$ cat src/rtl/usb_sniff_pkg.sv
package usb_sniff_pkg;

  typedef enum logic [3:0] {
    ST_IDLE, ST_HUNT, ST_SYNC, ST_HS, ST_HS_AN, ST_TOK, ST_TOK_IO,
    ST_DAT, ST_SKIP, ST_PAYLOAD, ST_EOP2, ST_EOPW, ST_DRAIN
  } cap_state_e;

  typedef enum logic [1:0] {
    CLS_ONE, CLS_TWO, CLS_THREE, CLS_LONG
  } gap_class_e;

  localparam logic [3:0] PID_OUT   = 4'h1;
  localparam logic [3:0] PID_ACK   = 4'h2;
  localparam logic [3:0] PID_DATA0 = 4'h3;
  localparam logic [3:0] PID_IN    = 4'h9;
  localparam logic [3:0] PID_NAK   = 4'hA;
  localparam logic [3:0] PID_DATA1 = 4'hB;
  localparam logic [3:0] PID_SETUP = 4'hD;
  localparam logic [3:0] PID_STALL = 4'hE;

endpackage

$ cat src/rtl/usb_edge_timer.sv
module usb_edge_timer #(
  parameter int TW = 16
) (
  input  logic          clk,
  input  logic          rst_n,
  input  logic          clear,
  input  logic          dp,
  input  logic          dm,
  output logic          edge_stb,
  output logic          se0,
  output logic [TW-1:0] elapsed
);
  logic [2:0]    dp_sh;
  logic [1:0]    dm_sh;
  logic [TW-1:0] tc;
  logic [TW-1:0] last_edge;

  always_ff @(posedge clk or negedge rst_n) begin
    if (!rst_n) begin
      dp_sh <= 3'b000;
      dm_sh <= 2'b11;
    end else begin
      dp_sh <= {dp_sh[1:0], dp};
      dm_sh <= {dm_sh[0], dm};
    end
  end

  assign edge_stb = dp_sh[2] ^ dp_sh[1];
  assign se0      = !dp_sh[1] && !dm_sh[1];
  assign elapsed  = tc - last_edge;

  always_ff @(posedge clk or negedge rst_n) begin
    if (!rst_n) begin
      tc        <= '0;
      last_edge <= TW'(1);
    end else if (clear) begin
      tc        <= '0;
      last_edge <= TW'(1);
    end else begin
      tc <= tc + TW'(1);
      if (edge_stb) last_edge <= tc;
    end
  end


  gap_restart_chk: assert property (@(posedge clk) disable iff (!rst_n)
    edge_stb && !clear |=> elapsed == TW'(1));

endmodule

$ cat src/rtl/usb_gap_classify.sv
module usb_gap_classify
  import usb_sniff_pkg::*;
#(
  parameter int BIT_CYC = 32,
  parameter int TW      = 16
) (
  input  logic [TW-1:0] elapsed,
  output gap_class_e    cls
);
  localparam int NCLS = 3;
  logic [NCLS-1:0] at_most;

  for (genvar k = 1; k <= NCLS; k++) begin : g_thr
    localparam int LIMIT = k * BIT_CYC + BIT_CYC / 2;
    assign at_most[k-1] = (elapsed <= TW'(LIMIT));
  end

  always_comb begin
    if (at_most[0])      cls = CLS_ONE;
    else if (at_most[1]) cls = CLS_TWO;
    else if (at_most[2]) cls = CLS_THREE;
    else                 cls = CLS_LONG;
  end

endmodule

$ cat src/rtl/usb_rec_fifo.sv
module usb_rec_fifo #(
  parameter int EW    = 24,
  parameter int DEPTH = 4
) (
  input  logic          clk,
  input  logic          rst_n,
  input  logic          in_vld,
  input  logic [EW-1:0] in_ent,
  output logic          out_vld,
  input  logic          out_rdy,
  output logic [EW-1:0] out_ent,
  output logic          empty
);
  localparam int IW = $clog2(DEPTH);

  logic [EW-1:0] store [DEPTH];
  logic [IW-1:0] rd_idx, wr_idx;
  logic [IW:0]   cnt;
  logic          full, pop, acc;

  assign full    = (cnt == (IW+1)'(DEPTH));
  assign empty   = (cnt == '0);
  assign out_vld = !empty;
  assign out_ent = store[rd_idx];
  assign pop     = out_vld && out_rdy;
  assign acc     = in_vld && (!full || pop);

  always_ff @(posedge clk) begin
    if (acc) store[wr_idx] <= in_ent;
  end

  always_ff @(posedge clk or negedge rst_n) begin
    if (!rst_n) begin
      rd_idx <= '0;
      wr_idx <= '0;
      cnt    <= '0;
    end else begin
      if (acc) wr_idx <= wr_idx + IW'(1);
      if (pop) rd_idx <= rd_idx + IW'(1);
      case ({acc, pop})
        2'b10:   cnt <= cnt + (IW+1)'(1);
        2'b01:   cnt <= cnt - (IW+1)'(1);
        default: cnt <= cnt;
      endcase
    end
  end


  held_write_chk: assert property (@(posedge clk) disable iff (!rst_n)
    out_vld && !out_rdy |=> out_vld && $stable(out_ent));


  fifo_bound_chk: assert property (@(posedge clk) disable iff (!rst_n)
    cnt <= (IW+1)'(DEPTH));

endmodule

$ cat src/rtl/usb_capture_fsm.sv
module usb_capture_fsm
  import usb_sniff_pkg::*;
#(
  parameter int ADDR_W = 16
) (
  input  logic              clk,
  input  logic              rst_n,
  input  logic              start,
  input  logic [ADDR_W-1:0] buf_base,
  input  logic [ADDR_W-1:0] buf_end,
  input  logic              edge_stb,
  input  logic              se0,
  input  logic [7:0]        gap_lo,
  input  gap_class_e        cls,
  input  logic              fifo_empty,
  output logic              clear,
  output logic              push_vld,
  output logic [ADDR_W-1:0] push_addr,
  output logic [7:0]        push_byte,
  output logic [ADDR_W-1:0] wr_ptr,
  output logic              busy,
  output logic              done
);
  cap_state_e        st, nxt;
  logic [1:0]        hunt_cnt, hunt_nxt;
  logic [1:0]        skip_n, skip_nxt;
  logic [3:0]        pid_r, pid_nxt;
  logic              to_pay, to_pay_nxt;
  logic [7:0]        last_gap;
  logic [ADDR_W-1:0] end_q;
  logic              do_push;
  logic [7:0]        push_val;
  logic [ADDR_W:0]   ptr_nx;
  logic              hit_end;

  assign ptr_nx  = {1'b0, wr_ptr} + (ADDR_W+1)'(1);
  assign hit_end = (ptr_nx >= {1'b0, end_q});
  assign clear   = (st == ST_IDLE) && start;
  assign busy    = (st != ST_IDLE);

  always_comb begin
    nxt        = st;
    hunt_nxt   = hunt_cnt;
    skip_nxt   = skip_n;
    pid_nxt    = pid_r;
    to_pay_nxt = to_pay;
    do_push    = 1'b0;
    push_val   = gap_lo;
    case (st)
      ST_IDLE: if (start) begin
        nxt      = ST_HUNT;
        hunt_nxt = 2'd0;
      end
      ST_HUNT: if (edge_stb) begin
        if (cls == CLS_ONE) begin
          if (hunt_cnt == 2'd2) nxt = ST_SYNC;
          else hunt_nxt = hunt_cnt + 2'd1;
        end else begin
          hunt_nxt = 2'd0;
        end
      end
      ST_SYNC: if (edge_stb) begin
        case (cls)
          CLS_ONE:   nxt = ST_SYNC;
          CLS_TWO:   nxt = ST_HS;
          CLS_THREE: nxt = ST_TOK;
          default:   nxt = ST_DAT;
        endcase
      end
      ST_HS: if (edge_stb) begin
        if (cls == CLS_ONE || cls == CLS_TWO) begin
          nxt = ST_HS_AN;
        end else begin
          nxt = ST_SKIP; pid_nxt = PID_STALL; skip_nxt = 2'd2; to_pay_nxt = 1'b0;
        end
      end
      ST_HS_AN: if (edge_stb) begin
        nxt        = ST_SKIP;
        to_pay_nxt = 1'b0;
        if (cls == CLS_ONE) begin
          pid_nxt = PID_ACK; skip_nxt = 2'd1;
        end else begin
          pid_nxt = PID_NAK; skip_nxt = 2'd2;
        end
      end
      ST_TOK: if (edge_stb) begin
        if (cls == CLS_ONE) begin
          nxt = ST_TOK_IO;
        end else begin
          nxt = ST_SKIP; pid_nxt = PID_SETUP; skip_nxt = 2'd2; to_pay_nxt = 1'b1;
        end
      end
      ST_TOK_IO: if (edge_stb) begin
        nxt        = ST_SKIP;
        skip_nxt   = 2'd1;
        to_pay_nxt = 1'b1;
        pid_nxt    = (cls == CLS_ONE) ? PID_OUT : PID_IN;
      end
      ST_DAT: if (edge_stb) begin
        nxt        = ST_SKIP;
        skip_nxt   = 2'd2;
        to_pay_nxt = 1'b1;
        pid_nxt    = (cls == CLS_ONE) ? PID_DATA0 : PID_DATA1;
      end
      ST_SKIP: if (edge_stb) begin
        if (skip_n == 2'd1) begin
          do_push  = 1'b1;
          push_val = {4'h0, pid_r};
          nxt      = to_pay ? ST_PAYLOAD : ST_EOPW;
        end else begin
          skip_nxt = skip_n - 2'd1;
        end
      end
      ST_PAYLOAD: begin
        if (edge_stb) begin
          do_push = 1'b1;
        end else if (se0) begin
          do_push = 1'b1;
          nxt     = ST_EOP2;
        end
      end
      ST_EOP2: begin
        do_push  = 1'b1;
        push_val = last_gap;
        nxt      = ST_HUNT;
        hunt_nxt = 2'd0;
      end
      ST_EOPW: if (!edge_stb && se0) begin
        do_push  = 1'b1;
        push_val = last_gap;
        nxt      = ST_HUNT;
        hunt_nxt = 2'd0;
      end
      ST_DRAIN: if (fifo_empty && !push_vld) nxt = ST_IDLE;
      default: nxt = ST_IDLE;
    endcase
    if (do_push && hit_end) nxt = ST_DRAIN;
  end

  always_ff @(posedge clk or negedge rst_n) begin
    if (!rst_n) begin
      st        <= ST_IDLE;
      hunt_cnt  <= '0;
      skip_n    <= '0;
      pid_r     <= '0;
      to_pay    <= 1'b0;
      last_gap  <= '0;
      end_q     <= '0;
      wr_ptr    <= '0;
      push_vld  <= 1'b0;
      push_addr <= '0;
      push_byte <= '0;
      done      <= 1'b0;
    end else begin
      st        <= nxt;
      hunt_cnt  <= hunt_nxt;
      skip_n    <= skip_nxt;
      pid_r     <= pid_nxt;
      to_pay    <= to_pay_nxt;
      push_vld  <= do_push;
      push_addr <= wr_ptr;
      push_byte <= push_val;
      done      <= (st == ST_DRAIN) && (nxt == ST_IDLE);
      if (clear) begin
        wr_ptr <= buf_base;
        end_q  <= buf_end;
      end else if (do_push) begin
        wr_ptr <= ptr_nx[ADDR_W-1:0];
      end
      if (edge_stb && busy) last_gap <= gap_lo;
    end
  end


  start_ptr_chk: assert property (@(posedge clk) disable iff (!rst_n)
    start && !busy |=> busy && wr_ptr == $past(buf_base));


  push_busy_chk: assert property (@(posedge clk) disable iff (!rst_n)
    push_vld |-> busy);


  done_pulse_chk: assert property (@(posedge clk) disable iff (!rst_n)
    done |-> !busy ##1 !done);


  start_ignored_chk: assert property (@(posedge clk) disable iff (!rst_n)
    start && busy && !push_vld && $past(!push_vld) && st != ST_DRAIN && !do_push
      |=> $stable(wr_ptr));

endmodule

$ cat src/rtl/usb_ls_sniffer.sv
module usb_ls_sniffer
  import usb_sniff_pkg::*;
#(
  parameter int BIT_CYC    = 32,
  parameter int TW         = 16,
  parameter int ADDR_W     = 16,
  parameter int FIFO_DEPTH = 4
) (
  input  logic              clk,
  input  logic              rst_n,
  input  logic              start,
  input  logic [ADDR_W-1:0] buf_base,
  input  logic [ADDR_W-1:0] buf_end,
  input  logic              usb_dp,
  input  logic              usb_dm,
  output logic              busy,
  output logic              done,
  output logic [ADDR_W-1:0] wr_ptr,
  output logic              mem_valid,
  input  logic              mem_ready,
  output logic [ADDR_W-1:0] mem_addr,
  output logic [7:0]        mem_data
);
  localparam int EW = ADDR_W + 8;

  logic              clear, edge_stb, se0, fifo_empty, push_vld;
  logic [TW-1:0]     elapsed;
  gap_class_e        cls;
  logic [ADDR_W-1:0] push_addr;
  logic [7:0]        push_byte;
  logic [EW-1:0]     out_ent;

  usb_edge_timer #(.TW(TW)) u_timer (
    .clk(clk), .rst_n(rst_n), .clear(clear), .dp(usb_dp), .dm(usb_dm),
    .edge_stb(edge_stb), .se0(se0), .elapsed(elapsed)
  );

  usb_gap_classify #(.BIT_CYC(BIT_CYC), .TW(TW)) u_cls (
    .elapsed(elapsed), .cls(cls)
  );

  usb_capture_fsm #(.ADDR_W(ADDR_W)) u_fsm (
    .clk(clk), .rst_n(rst_n), .start(start), .buf_base(buf_base),
    .buf_end(buf_end), .edge_stb(edge_stb), .se0(se0),
    .gap_lo(elapsed[7:0]), .cls(cls), .fifo_empty(fifo_empty),
    .clear(clear), .push_vld(push_vld), .push_addr(push_addr),
    .push_byte(push_byte), .wr_ptr(wr_ptr), .busy(busy), .done(done)
  );

  usb_rec_fifo #(.EW(EW), .DEPTH(FIFO_DEPTH)) u_fifo (
    .clk(clk), .rst_n(rst_n), .in_vld(push_vld),
    .in_ent({push_addr, push_byte}), .out_vld(mem_valid),
    .out_rdy(mem_ready), .out_ent(out_ent), .empty(fifo_empty)
  );

  assign mem_addr = out_ent[EW-1:8];
  assign mem_data = out_ent[7:0];

endmodule

$ cat config.mk
export PLATFORM = sky130hd
export DESIGN_NAME = usb_ls_sniffer
export DESIGN_NICKNAME = d
export VERILOG_FILES = /design/src/rtl/usb_sniff_pkg.sv /design/src/rtl/usb_edge_timer.sv /design/src/rtl/usb_gap_classify.sv /design/src/rtl/usb_rec_fifo.sv /design/src/rtl/usb_capture_fsm.sv /design/src/rtl/usb_ls_sniffer.sv
export SDC_FILE = /design/constraint.sdc
export NUM_CORES = 1
export LEC_CHECK = 0
export ABC_AREA = 1
export BUFFER_PORTS_ARGS = -buffer_cell sky130_fd_sc_hd__buf_2
export CAP_MARGIN = 20
export CORE_MARGIN = 10
export CORE_UTILIZATION = 65
export DETAILED_ROUTE_END_ITERATION = 8
export PLACE_DENSITY = 0.94
export SYNTH_ARGS = -nofsm -noshare
export SYNTH_HDL_FRONTEND = slang
export SYNTH_SLANG_ARGS = --single-unit
$ cat constraint.sdc
create_clock -name clk -period 4.9 [get_ports clk]
set_input_delay 0.735 -clock clk [delete_from_list [all_inputs] [get_ports clk]]
set_output_delay 0.735 -clock clk [all_outputs]
set_load 0.05 [all_outputs]
Yosys cells after proc, flatten, opt, wreduce, memory -nomap -nowiden
Memories as Yosys holds them, arrays and structs flattened.
Index checks and enable logic that the tools add are counted.
Word-level totals
  memories: 1
  logic and storage cells: 178
  output and inout bits: 43
  register bits: 123
  bits in writable memories: 96
Memory list
  u_fifo.store: depth 4, bits a word 24, rd ports 1, clocked after Yosys merged registers in 0, write ports 1, RTL line usb_rec_fifo.sv:16  | logic [EW-1:0] store [DEPTH];
Operators by class
  $lt $le $gt $ge: 4
  bitwise logic cells: 1
  equal/unequal tests: 33
  multiplexer cells: 76
  add/sub/neg operators: 9
  reductions and logical operators: 35
Operators with widths (count)
  2-to-1 mux 4 bit: 27
  2-to-1 mux 16 bit: 5
  case mux 4 bit (11 select lines): 1
  2-to-1 mux 2 bit: 18
  <= comparator 16 x 7 -> 1 bit, second input constant: 2
  2-to-1 mux 8 bit: 3
  case mux 8 bit (3 select lines): 1
  == test 4 bit, second input constant: 5
  case mux 4 bit (5 select lines): 1
  inequality test 2 x 1 -> 1 bit, second input constant: 9
  adder 16 x 1 -> 17 bit, second input constant: 1
  >= comparator 17 x 16 -> 1 bit: 1
  adder 16 x 1 -> 16 bit, second input constant: 1
  == test 4 x 3 -> 1 bit, second input constant: 4
  <= comparator 16 x 6 -> 1 bit, second input constant: 1
  subtractor 16 bit: 1
  2-to-1 mux 1 bit: 14
  case mux 2 bit (6 select lines): 1
  nonzero test 4 bit: 3
  AND reduction 10 bit: 1
  logical AND 1 bit: 9
  case mux 3 bit (3 select lines): 1
  == test 4 x 2 -> 1 bit, second input constant: 2
  logical NOT 4 bit: 2
  26 further kinds: 44

Logic depth before layout (Yosys ltp)
Gate-level depths: netlist (run 1).
  depth in word-level cells: 13
  depth in mapped cells: 22
  mapped depth without buffers: 22

Hierarchy
A second synthesis (run 1) with hierarchy kept.
Unflattened totals
  cells, all modules: 1229
  area total of the unflattened synthesis: 11116.9 µm²
By module, submodules not included
  usb_rec_fifo: cells each 344, area an instance 4266.6 µm², instances 1
  usb_capture_fsm: cells each 501, area an instance 4166.5 µm², instances 1
  usb_edge_timer: cells each 350, area an instance 2546.2 µm², instances 1
  usb_gap_classify: cells each 34, area an instance 137.6 µm², instances 1

Least setup slack after synthesis (run 1)
Ideal clock, no wire load.
  kind: register to register
  start: register u_fsm.wr_ptr[0]
  end: register u_fsm.done
  setup time: 0.072 ns
  path slack: 1.762 ns
  arrival time: 3.066 ns
  buffers on the path: 0
  cell stages (with the launch flop): 20
  data required time: 4.828 ns
  cells stage by stage: dfrtp_1 > ha_1 > nand4_1 > nor2_1 > nand2_1 > nor3_1 > nand3_1 > nor2_1 > nand2_1 > xor2_1 > inv_1 > ha_1 > a21oi_1 > o211ai_1 > o21bai_1 > nor2_1 > nand3_1 > nand2_1 > nand4_1 > nor2_1
On the way
  cells in the longest elaborated chain, start to end: 6
RTL lines
  from (decl): RTL line usb_capture_fsm.sv:20  | output logic [ADDR_W-1:0] wr_ptr,
  from (signal assigned): RTL line usb_capture_fsm.sv:165  | wr_ptr <= buf_base;
  from (signal assigned): RTL line usb_capture_fsm.sv:168  | wr_ptr <= ptr_nx[ADDR_W-1:0];
  adder 16 x 1 -> 17 bit: RTL line usb_capture_fsm.sv:36  | assign ptr_nx = {1'b0, wr_ptr} + (ADDR_W+1)'(1);
  >= comparator 17 x 16 -> 1 bit: RTL line usb_capture_fsm.sv:37  | assign hit_end = (ptr_nx >= {1'b0, end_q});
  logical AND 1 bit: RTL line usb_capture_fsm.sv:137  | if (do_push && hit_end) nxt = ST_DRAIN;
  2-to-1 mux 4 bit: RTL line usb_capture_fsm.sv:137
  via u_fsm.nxt[3]: RTL line usb_capture_fsm.sv:24  | cap_state_e st, nxt;
  logical NOT 4 bit: RTL line usb_capture_fsm.sv:163  | done <= (st == ST_DRAIN) && (nxt == ST_IDLE);
  logical AND 1 bit: RTL line usb_capture_fsm.sv:163
  to (signal assigned): RTL line usb_capture_fsm.sv:163
  to (decl): RTL line usb_capture_fsm.sv:22  | output logic done
The timed path passes the listed nets, and every way through them passes these cells.
A chain may end at the register's enable or synchronous reset.

Final worst setup path (run 1)
  start: register u_fifo.rd_idx[1]
  end: output mem_addr[15]
On the way
  cells in the longest elaborated chain, start to end: 1
RTL lines
  from (decl): RTL line usb_rec_fifo.sv:17  | logic [IW-1:0] rd_idx, wr_idx;
  from (signal assigned): RTL line usb_rec_fifo.sv:39  | if (pop) rd_idx <= rd_idx + IW'(1);
  memory read (4 x 24 bit)
  to (decl): RTL line usb_ls_sniffer.sv:21  | output logic [ADDR_W-1:0] mem_addr,
No other way between the ends.

==> results of run 1 <==
-- logic make-up (layout without fill, tap and decap cells) --
kind of cell	Yosys count	in the layout	share of synthesized area [%]
compound gates	217	217	11.2
xor+xnor	20	20	1.71
fa+ha+maj	41	41	4.95
buf+inv	209	310	7.47
flops	219	219	55.9
simple gates	460	460	18.8
-- area by class of cell --
cell class                      instances  area share [%]
Tap cell                              216            2.25
Timing Repair Buffer                   91            4.04
Clock inverter                         10           0.729
Inverter                              179            5.61
Multi-Input combinational cell        738            32.6
Sequential cell                       219            49.6
Clock buffer                           30            5.08
-- how the worst max path moves through the flow --
stage	from	endpoint	slack (ns)
finish	u_fifo.rd_idx[1]	mem_addr[15]	1.45
global route	u_fsm.wr_ptr[0]	u_fsm.done	1.20
CTS	u_fifo.rd_idx[1]	mem_addr[15]	1.45
detailed placement	u_fsm.wr_ptr[0]	u_fsm.done	1.67
global placement	u_fsm.wr_ptr[0]	u_fsm.done	1.92
floorplan	u_fsm.wr_ptr[0]	u_fsm.done	1.76
-- report_power, final --
group | internal [mW] | total, mW | switching, mW
Sequential | 2.41 | 2.80 | 0.391
Combinational | 1.22 | 4.17 | 2.95
Clock | 0.928 | 1.60 | 0.667
Total | 4.56 | 8.57 | 4.01
-- flip-flops by register name (all words and copies together) (netlist names), 8 cells and up --
register           cells
u_fsm.end_q           16
u_fifo.store          96
u_fsm.last_gap         8
u_timer.tc            16
u_fsm.push_addr       16
u_fsm.push_byte        8
u_fsm.wr_ptr          16
u_timer.last_edge     16
-- cells in the final DEF (no fill, tap or decap), drive strengths merged --
cell	instances
a211oi	2
a21boi	1
a21o	1
a21oi	38
a221oi	1
a22oi	10
a31oi	6
a41oi	1
and2	3
and3	3
buf	91
bufinv	1
clkbuf	30
clkinv	8
clkinvlp	1
dfrtp	120
dfstp	3
edfxtp	96
fa	2
ha	39
inv	179
nand2	216
nand3	64
nand3b	2
nand4	18
nor2	132
nor3	16
nor4	3
o2111ai	1
o211ai	4
o21ai	120
o21bai	1
o221ai	2
o22ai	29
or2	3
xnor2	5
xor2	15
-- metal layers --
| layer | vias up | track usage (%) | share of wire, % |
|---|---|---|---|
| met5 | - | 0 | 0 |
| met4 | 0 | 9.37 | 3.8 |
| met3 | 88 | 3.67 | 7.9 |
| met2 | 433 | 39.1 | 49 |
| met1 | 4085 | 28.2 | 39 |
| li1 | 4054 | - | - |
-- stage by stage --
stage	worst slack [ns]	instance area, um2	hold WS (ns)	instances
CTS	1.45	12000	0.123	1483
global route	1.20	12000	0.136	1483
floorplan	1.76	10700	0.331	1166
detailed placement	1.67	11300	0.336	1443
global placement	1.92	11300	0.335	1443
finish	1.45	12000	0.120	1483
-- worst reg2reg max path: stages, from the launching register on --
cell,delay (ns)
dfrtp_1,0.44
ha_1,0.25
nand4_1,0.17
nor2_1,0.19
nand2_1,0.11
nor2_1,0.17
nand2_1,0.09
xor2_1,0.22
inv_1,0.09
ha_1,0.33
a21oi_1,0.23
nor2_1,0.07
a211oi_1,0.22
o21bai_1,0.12
nor2_1,0.11
nand3_1,0.13
nand2_1,0.15
nand4_1,0.13
nor2_1,0.12
==> results.toml, run 1 <==
[cells_and_area]
fin_nets = 1330
utilization_pct = 75.1
fillers = 1049
multi_input_comb_area_mm2 = 0.00392
final_layout_size_suffix_gt1_share_pct = 12.9
seqCellArea_mm2 = 0.00596
area_growth_pct = 12.6
diodes = 0

[critical_path]
ff2ff_path_depth = 18
reg2reg_from = "u_fsm.wr_ptr[0]"
cp.required_ns = 4.16
crit_family = "buffers and inverters"
cpMaxStageDelayCell = "dfrtp_1"
slowest_delay_ns = 0.70
start_kind = "flip-flop"
worst-setup-path-type = "reg2out"
arrival_ns = 2.71
end_kind = "output pin"
path_cells = "inv_1, o21ai_0, o22ai_1, buf_2"
path_depth = 4
r2r_slack_ns = 1.46
r2r-end = "u_fsm.done"
crit_path_max_fanout = 26
crit_buf_inv = 2

[die]
die_area_mm2 = 0.0219
die_x_um = 148
die_y_um = 148
ios = 81
coreArea_mm2 = 0.0160
start_util_pct = 66.7
rows = 46

[drt]
drtIter0Drc = 878
drc = 0
dr.pass1.iters = 6
vias = 8660
vias_per_cell = 5.84
wl_um = 25400
wl_per_cell_um = 17.1
final_antenna_net_count = 0

[global_routing]
grt_pass1_wl_um = 41800
grt_start_max_net_pins = 62
grt_use_total_pct = 22.8
antenna_found_initial = 0
grt_overflow = 0
grt_pass1_vias = 8544

[clock_network]
htree_levels = 1
cts-resized-gates = 0
cts.hold.buffers_added = 0
cts_buffers = 22
path_clk_slew_ns = 0.06
cts.path.max_buffers = 3
cts_tree = "built"
cts.sinks = 219
clk_latency_ns = 0.51
ctsRootBufferMaster = "clkbuf_16"
post_cts.repair.setup_buffers = 0

[synth]
yosysTopAreaCell = "dfrtp_1"
syn_area_per_cell_um2 = 9.15
syn_inst = 1166
synth_fp_nets = 1245
ys_seq_elements = 219
synth_common_cells = "207 x nand2_1, 173 x inv_1, 123 x nor2_1, 120 x dfrtp_1, 114 x o21ai_0"
ys_seq_area_share_pct = 55.9
synthesis.area_mm2 = 0.0107
synth.distinct_cells = 48
synth_area_leaders = "dfrtp_1 28%, edfxtp_1 27%, nand2_1 7.3%"
async_reset_ff_share_pct = 56.2
synthDominantCellAreaShare_pct = 28.1
synth_warnings = 0
synth_edf_count = 96
synth.most_common_cell = "nand2_1"
synthFlopType = "dfrtp_1"

[run_status]
status = "completed"

[placed_design]
io_buffers = 80
gp_congestion = 0.982
post-dp-hpwl_um = 17200

[job]
cap_violations = 0

[timing]
hold_violations = 0
rsz0062_at_grt = "false"
fmax_mhz = 290
setup_viol = 0
fin_setup_tns_ns = 0
clock_skew_ns = 0.0148
finalMaxSlewViolations = 0
period_share_pct = 70.3
relSlewSlack_pct = 43.0
worstMarginPinSlew_ns = 0.855
post-route-min-period_ns = 3.45

[power]
power_mw = 8.57
leakage_nw = 5.39
p_per_area_mw_per_mm2 = 714
peakVddDrop_mv = 0.403

[worst_hold_path]
min_path_type = "in2async"
Power figures use the tool's default switching activity.
==> run 2: changes to the inputs <==
Settings changed: CORE_UTILIZATION 65 to 60, PLACE_DENSITY 0.94 to 0.89.
Clock period 4.9 ns to 3.45 ns, I/O delays scaled along.
==> results.toml, run 2 (same netlist as run 1, synthesis figures left out) <==
[run_status]
status = "completed"

[power]
peakVddDrop_mv = 0.644
leakage_nw = 5.44
p_per_area_mw_per_mm2 = 1020

[global_routing]
grt_pass1_wl_um = 40600
grt_start_max_net_pins = 70
grt_use_total_pct = 20.6
grt_pass1_vias = 8214
grt_overflow = 0
antenna_found_initial = 0

[critical_path]
cp.required_ns = 3.89
path_cells = "ha_2, nand4_1, nor2_2, nand2_1, nor3_1, nand3_1, nor2_1, nand2_1, xor2_1, inv_1, ha_1, a21oi_1, o211ai_1, o21bai_1, nor2_1, nand3_1, nand2_1, nand4_1, nor2_1"
crit_buf_inv = 1
start_kind = "flip-flop"
crit_family = "simple AND/OR/NAND/NOR gates"
arrival_ns = 3.64
cpMaxStageDelayCell = "dfrtp_1"
worst-setup-path-type = "reg2reg"
crit_path_max_fanout = 5
slowest_delay_ns = 0.42
end_kind = "flip-flop"

[timing]
relSlewSlack_pct = 49.5
clock_skew_ns = 0.0104
hold_violations = 0
finalMaxSlewViolations = 0
setup_viol = 0
fin_ws_ns = 0.247
fin_setup_tns_ns = 0
rsz0062_at_grt = "false"
fmax_mhz = 312
period_share_pct = 92.8
worstMarginPinSlew_ns = 0.756
post-route-min-period_ns = 3.20

[drt]
final_antenna_net_count = 0
drc = 0
vias = 8418
wl_per_cell_um = 16.8
drtIter0Drc = 669
dr.pass1.iters = 5
wl_um = 25100
vias_per_cell = 5.63

[worst_hold_path]
min_path_type = "in2async"

[die]
start_util_pct = 61.5
die_area_mm2 = 0.0235
ios = 81
die_y_um = 153
rows = 48
die_x_um = 153
coreArea_mm2 = 0.0174

[cells_and_area]
fillers = 1214
multi_input_comb_area_mm2 = 0.00393
seqCellArea_mm2 = 0.00597
layout_commonest_cell = "nand2_1"
largest_reg_flops = 96
final_layout_size_suffix_gt1_share_pct = 13.7
utilization_pct = 69.8
area_growth_pct = 13.5
fin_nets = 1332
most-common-layout-cells = "207 x nand2_1, 173 x inv_1, 119 x dfrtp_1"
top_register = "u_fifo.store"
diodes = 0

[clock_network]
cts-resized-gates = 0
cts.hold.buffers_added = 0
cts.sinks = 219
cts_buffers = 22
clk_latency_ns = 0.51
cts_tree = "built"
cts.path.max_buffers = 3
htree_levels = 1
path_clk_slew_ns = 0.06
post_cts.repair.setup_buffers = 0
ctsRootBufferMaster = "clkbuf_16"

[job]
cap_violations = 0

[placed_design]
gp_congestion = 0.943
post-dp-hpwl_um = 16900
io_buffers = 80
dpl_worst_slack_ns = 0.303
## run 2: worst paths after layout
path | from | endpoint | slack, ns | depth (start not counted)
setup / recovery | u_fsm.wr_ptr[1] | u_fsm.done | 0.25 | 19
hold / removal | rst_n | u_timer.dp_sh[0] | 0.06 | 1
setup reg to reg | u_fsm.wr_ptr[1] | u_fsm.done | 0.25 | 19
hold reg to reg | u_timer.dp_sh[0] | u_timer.dp_sh[1] | 0.35 | 0
max in group asynchronous | rst_n | u_timer.last_edge[0] | 2.53 | 2
min in group clk | usb_dm | u_timer.dm_sh[0] | 0.11 | 1
## run 2: power breakdown
part	switching, mW	internal (mW)
sequential	0.496	3.43
clock	1.00	1.45
combinational	4.21	1.74
## run 2: through the flow
step	hold WS [ns]	cell area (um2)	power (mW)	instances
after floorplan	0.222	10700	8.26	1166
after CTS	0.0901	12100	12.3	1494
after global routing	0.0968	12100	13.1	1494
after global placement	0.336	11400	9.53	1454
after detailed placement	0.336	11400	9.74	1454
final	0.0641	12100	12.3	1494
## run 2: layer usage
metal	part of all wire, %	track usage, %
met5	0	0
met4	3.4	7.96
met3	6.0	3.17
met2	50	35.7
met1	41	25.3
## run 2: final cells by class
class / count / area share [%]
flip-flops and latches: 219 / 49.2
multi-input cells: 738 / 32.4
clock inverters: 7 / 0.609
clock buffers: 33 / 5.64
inverters: 179 / 5.57
well taps: 225 / 2.32
repair buffers: 93 / 4.23
## run 2: worst reg2reg max path, stage by stage, from the launching register on
cell and delay [ns]:
dfrtp_1 0.42, ha_2 0.23, nand4_1 0.14, nor2_2 0.13, nand2_1 0.09, nor3_1 0.15
nand3_1 0.11, nor2_1 0.16, nand2_1 0.08, xor2_1 0.18, inv_1 0.06, ha_1 0.31
a21oi_1 0.15, o211ai_1 0.09, o21bai_1 0.18, nor2_1 0.12, nand3_1 0.13, nand2_1 0.16
nand4_1 0.15, nor2_1 0.11
==> run 3: changes to the inputs <==
==> constraint.sdc (replaced) <==
create_clock -name clk -period 3.45 [get_ports clk]
set_input_delay 0.1725 -clock clk [delete_from_list [all_inputs] [get_ports clk]]
set_output_delay 0.1725 -clock clk [all_outputs]
set_load 0.05 [all_outputs]
==> results.toml, run 3 (same netlist as run 1, synthesis figures left out) <==
[critical_path]
cpMaxStageDelayCell = "dfrtp_1"
crit_buf_inv = 2
worst-setup-path-type = "reg2reg"
start_kind = "flip-flop"
crit_family = "simple AND/OR/NAND/NOR gates"
r2r_slack_ns = 0.22
end_kind = "flip-flop"
ff2ff_path_depth = 20
reg2reg_from = "u_fsm.wr_ptr[0]"
path_cells = "ha_1, nand4_1, nor2_1, nand2_1, nor3_1, nand3_1, nor2_1, nand2_1, xor2_1, inv_1, ha_1, nand2_1, inv_1, nand4_1, nor3_1, nand2_1, nand3_1, nand2_1, nand4_1, nor2_1"
arrival_ns = 3.63
cpMostUsedCell = "nand2_1"
r2r-end = "u_fsm.done"
crit_path_max_fanout = 6
cp.required_ns = 3.85
slowest_delay_ns = 0.44

[die]
die_area_mm2 = 0.0235
ios = 81
start_util_pct = 61.5
die_y_um = 153
die_x_um = 153
rows = 48
coreArea_mm2 = 0.0174

[cells_and_area]
top_register = "u_fifo.store"
largest_reg_flops = 96
most-common-layout-cells = "207 x nand2_1, 173 x inv_1, 119 x dfrtp_1"
fin_nets = 1366
layout_commonest_cell = "nand2_1"
fillers = 1186
final_layout_size_suffix_gt1_share_pct = 12.7
area_growth_pct = 16.3
diodes = 0

[drt]
vias = 8701
vias_per_cell = 5.69
wl_um = 25800
final_antenna_net_count = 0
wl_per_cell_um = 16.9
drc = 0
dr.pass1.iters = 5
drtIter0Drc = 720

[job]
cap_violations = 0

[clock_network]
cts_tree = "built"
clk_latency_ns = 0.51
cts.path.max_buffers = 3
cts_buffers = 22
post_cts.repair.setup_buffers = 0
cts.sinks = 219
path_clk_slew_ns = 0.06
htree_levels = 1
ctsRootBufferMaster = "clkbuf_16"

[timing]
finalMaxSlewViolations = 0
fin_setup_tns_ns = 0
worstMarginPinSlew_ns = 0.799
fmax_mhz = 310
clock_skew_ns = 0.0102
relSlewSlack_pct = 46.7
period_share_pct = 93.6
hold_violations = 0
rsz0062_at_grt = "false"
post-route-min-period_ns = 3.23
setup_viol = 0

[power]
p_per_area_mw_per_mm2 = 995
power.switching_mw = 5.74
sw_frac_of_total_pct = 46.5
combPwrFrac_pct = 49.0
power_mw = 12.3
p_clk_share_pct = 19.2
peakVddDrop_mv = 0.799
leakage_nw = 5.55
pwr-share-seq_pct = 31.9
p_int_mw = 6.61

[worst_hold_path]
hold_depth = 3
min_path_type = "in2reg"
min_from = "buf_base[5]"
hold_end = "u_fsm.wr_ptr[5]"

[global_routing]
antenna_found_initial = 0
grt_overflow = 0
grt_pass1_wl_um = 41400
grt_use_total_pct = 20.8
grt_start_max_net_pins = 57
grt_pass1_vias = 8574

[placed_design]
post-dp-hpwl_um = 16900
gp_congestion = 0.992
io_buffers = 80

[run_status]
status = "completed"
[run 3: repair_timing]
| action | 4_1_cts | 5_1_grt |
|---|---|---|
| hold buffers | 34 | 0 |
| hold endpoints to repair | 84 | 0 |
| gates resized for setup | 0 | 3 |
| setup endpoints to repair | 0 | 2 |
[run 3: per-layer routing]
metal / share of wire, % / global-route usage, % / wire [um]
met4: 4.1 / 9.00 / 1070
met1: 40 / 25.6 / 10300
met5: 0 / 0 / 0
met2: 49 / 35.6 / 12700
met3: 6.7 / 3.06 / 1730
[run 3: power by group through the flow]
stage / clock network (mW) / logic, mW / registers (mW)
after floorplan: 0 / 4.16 / 4.10
after global placement: 0 / 5.61 / 3.90
after detailed placement: 0 / 5.78 / 3.95
after CTS: 2.39 / 5.89 / 3.91
after global routing: 2.49 / 6.65 / 3.99
final: 2.37 / 6.04 / 3.93
[run 3: worst max-delay path by stage]
stage | end | slack, ns | cells past startpoint | from
2_1_floorplan | u_fsm.done | 0.31 | 19 | u_fsm.wr_ptr[0]
3_3_place_gp | u_fsm.done | 0.46 | 19 | u_fsm.wr_ptr[0]
3_5_place_dp | u_fsm.done | 0.35 | 19 | u_fsm.wr_ptr[0]
4_1_cts | u_fsm.done | 0.32 | 19 | u_fsm.wr_ptr[0]
5_1_grt | u_fsm.done | 0.01 | 19 | u_fsm.wr_ptr[0]
6_report | u_fsm.done | 0.22 | 20 | u_fsm.wr_ptr[0]
[run 3: tightest hold or removal path, cell delays in order]
cell,delay (ns)
buf_2,0.10
o22ai_1,0.08
a21oi_1,0.15
[run 3: through the flow]
| step | setup WS [ns] | instances | utilization (%) | hold WS [ns] | area (um2) |
|---|---|---|---|---|---|
| after floorplan | 0.312 | 1166 | - | -0.123 | 10700 |
| after global placement | 0.462 | 1454 | 65.3 | 0.269 | 11300 |
| after detailed placement | 0.352 | 1454 | 65.3 | 0.269 | 11300 |
| after CTS | 0.322 | 1528 | 71.4 | 0.0203 | 12400 |
| after global routing | 0.0112 | 1528 | 71.5 | 0.0402 | 12400 |
| final | 0.220 | 1528 | 71.5 | 0.0516 | 12400 |
[run 3: final cells by class]
class	count	area, um2	area share (%)
Clock buffer	36	633	5.10
Timing Repair Buffer	127	841	6.78
Multi-Input combinational cell	738	3930	31.7
Sequential cell	219	5970	48.1
Inverter	179	674	5.43
Clock inverter	4	85.1	0.686
Tap cell	225	282	2.27
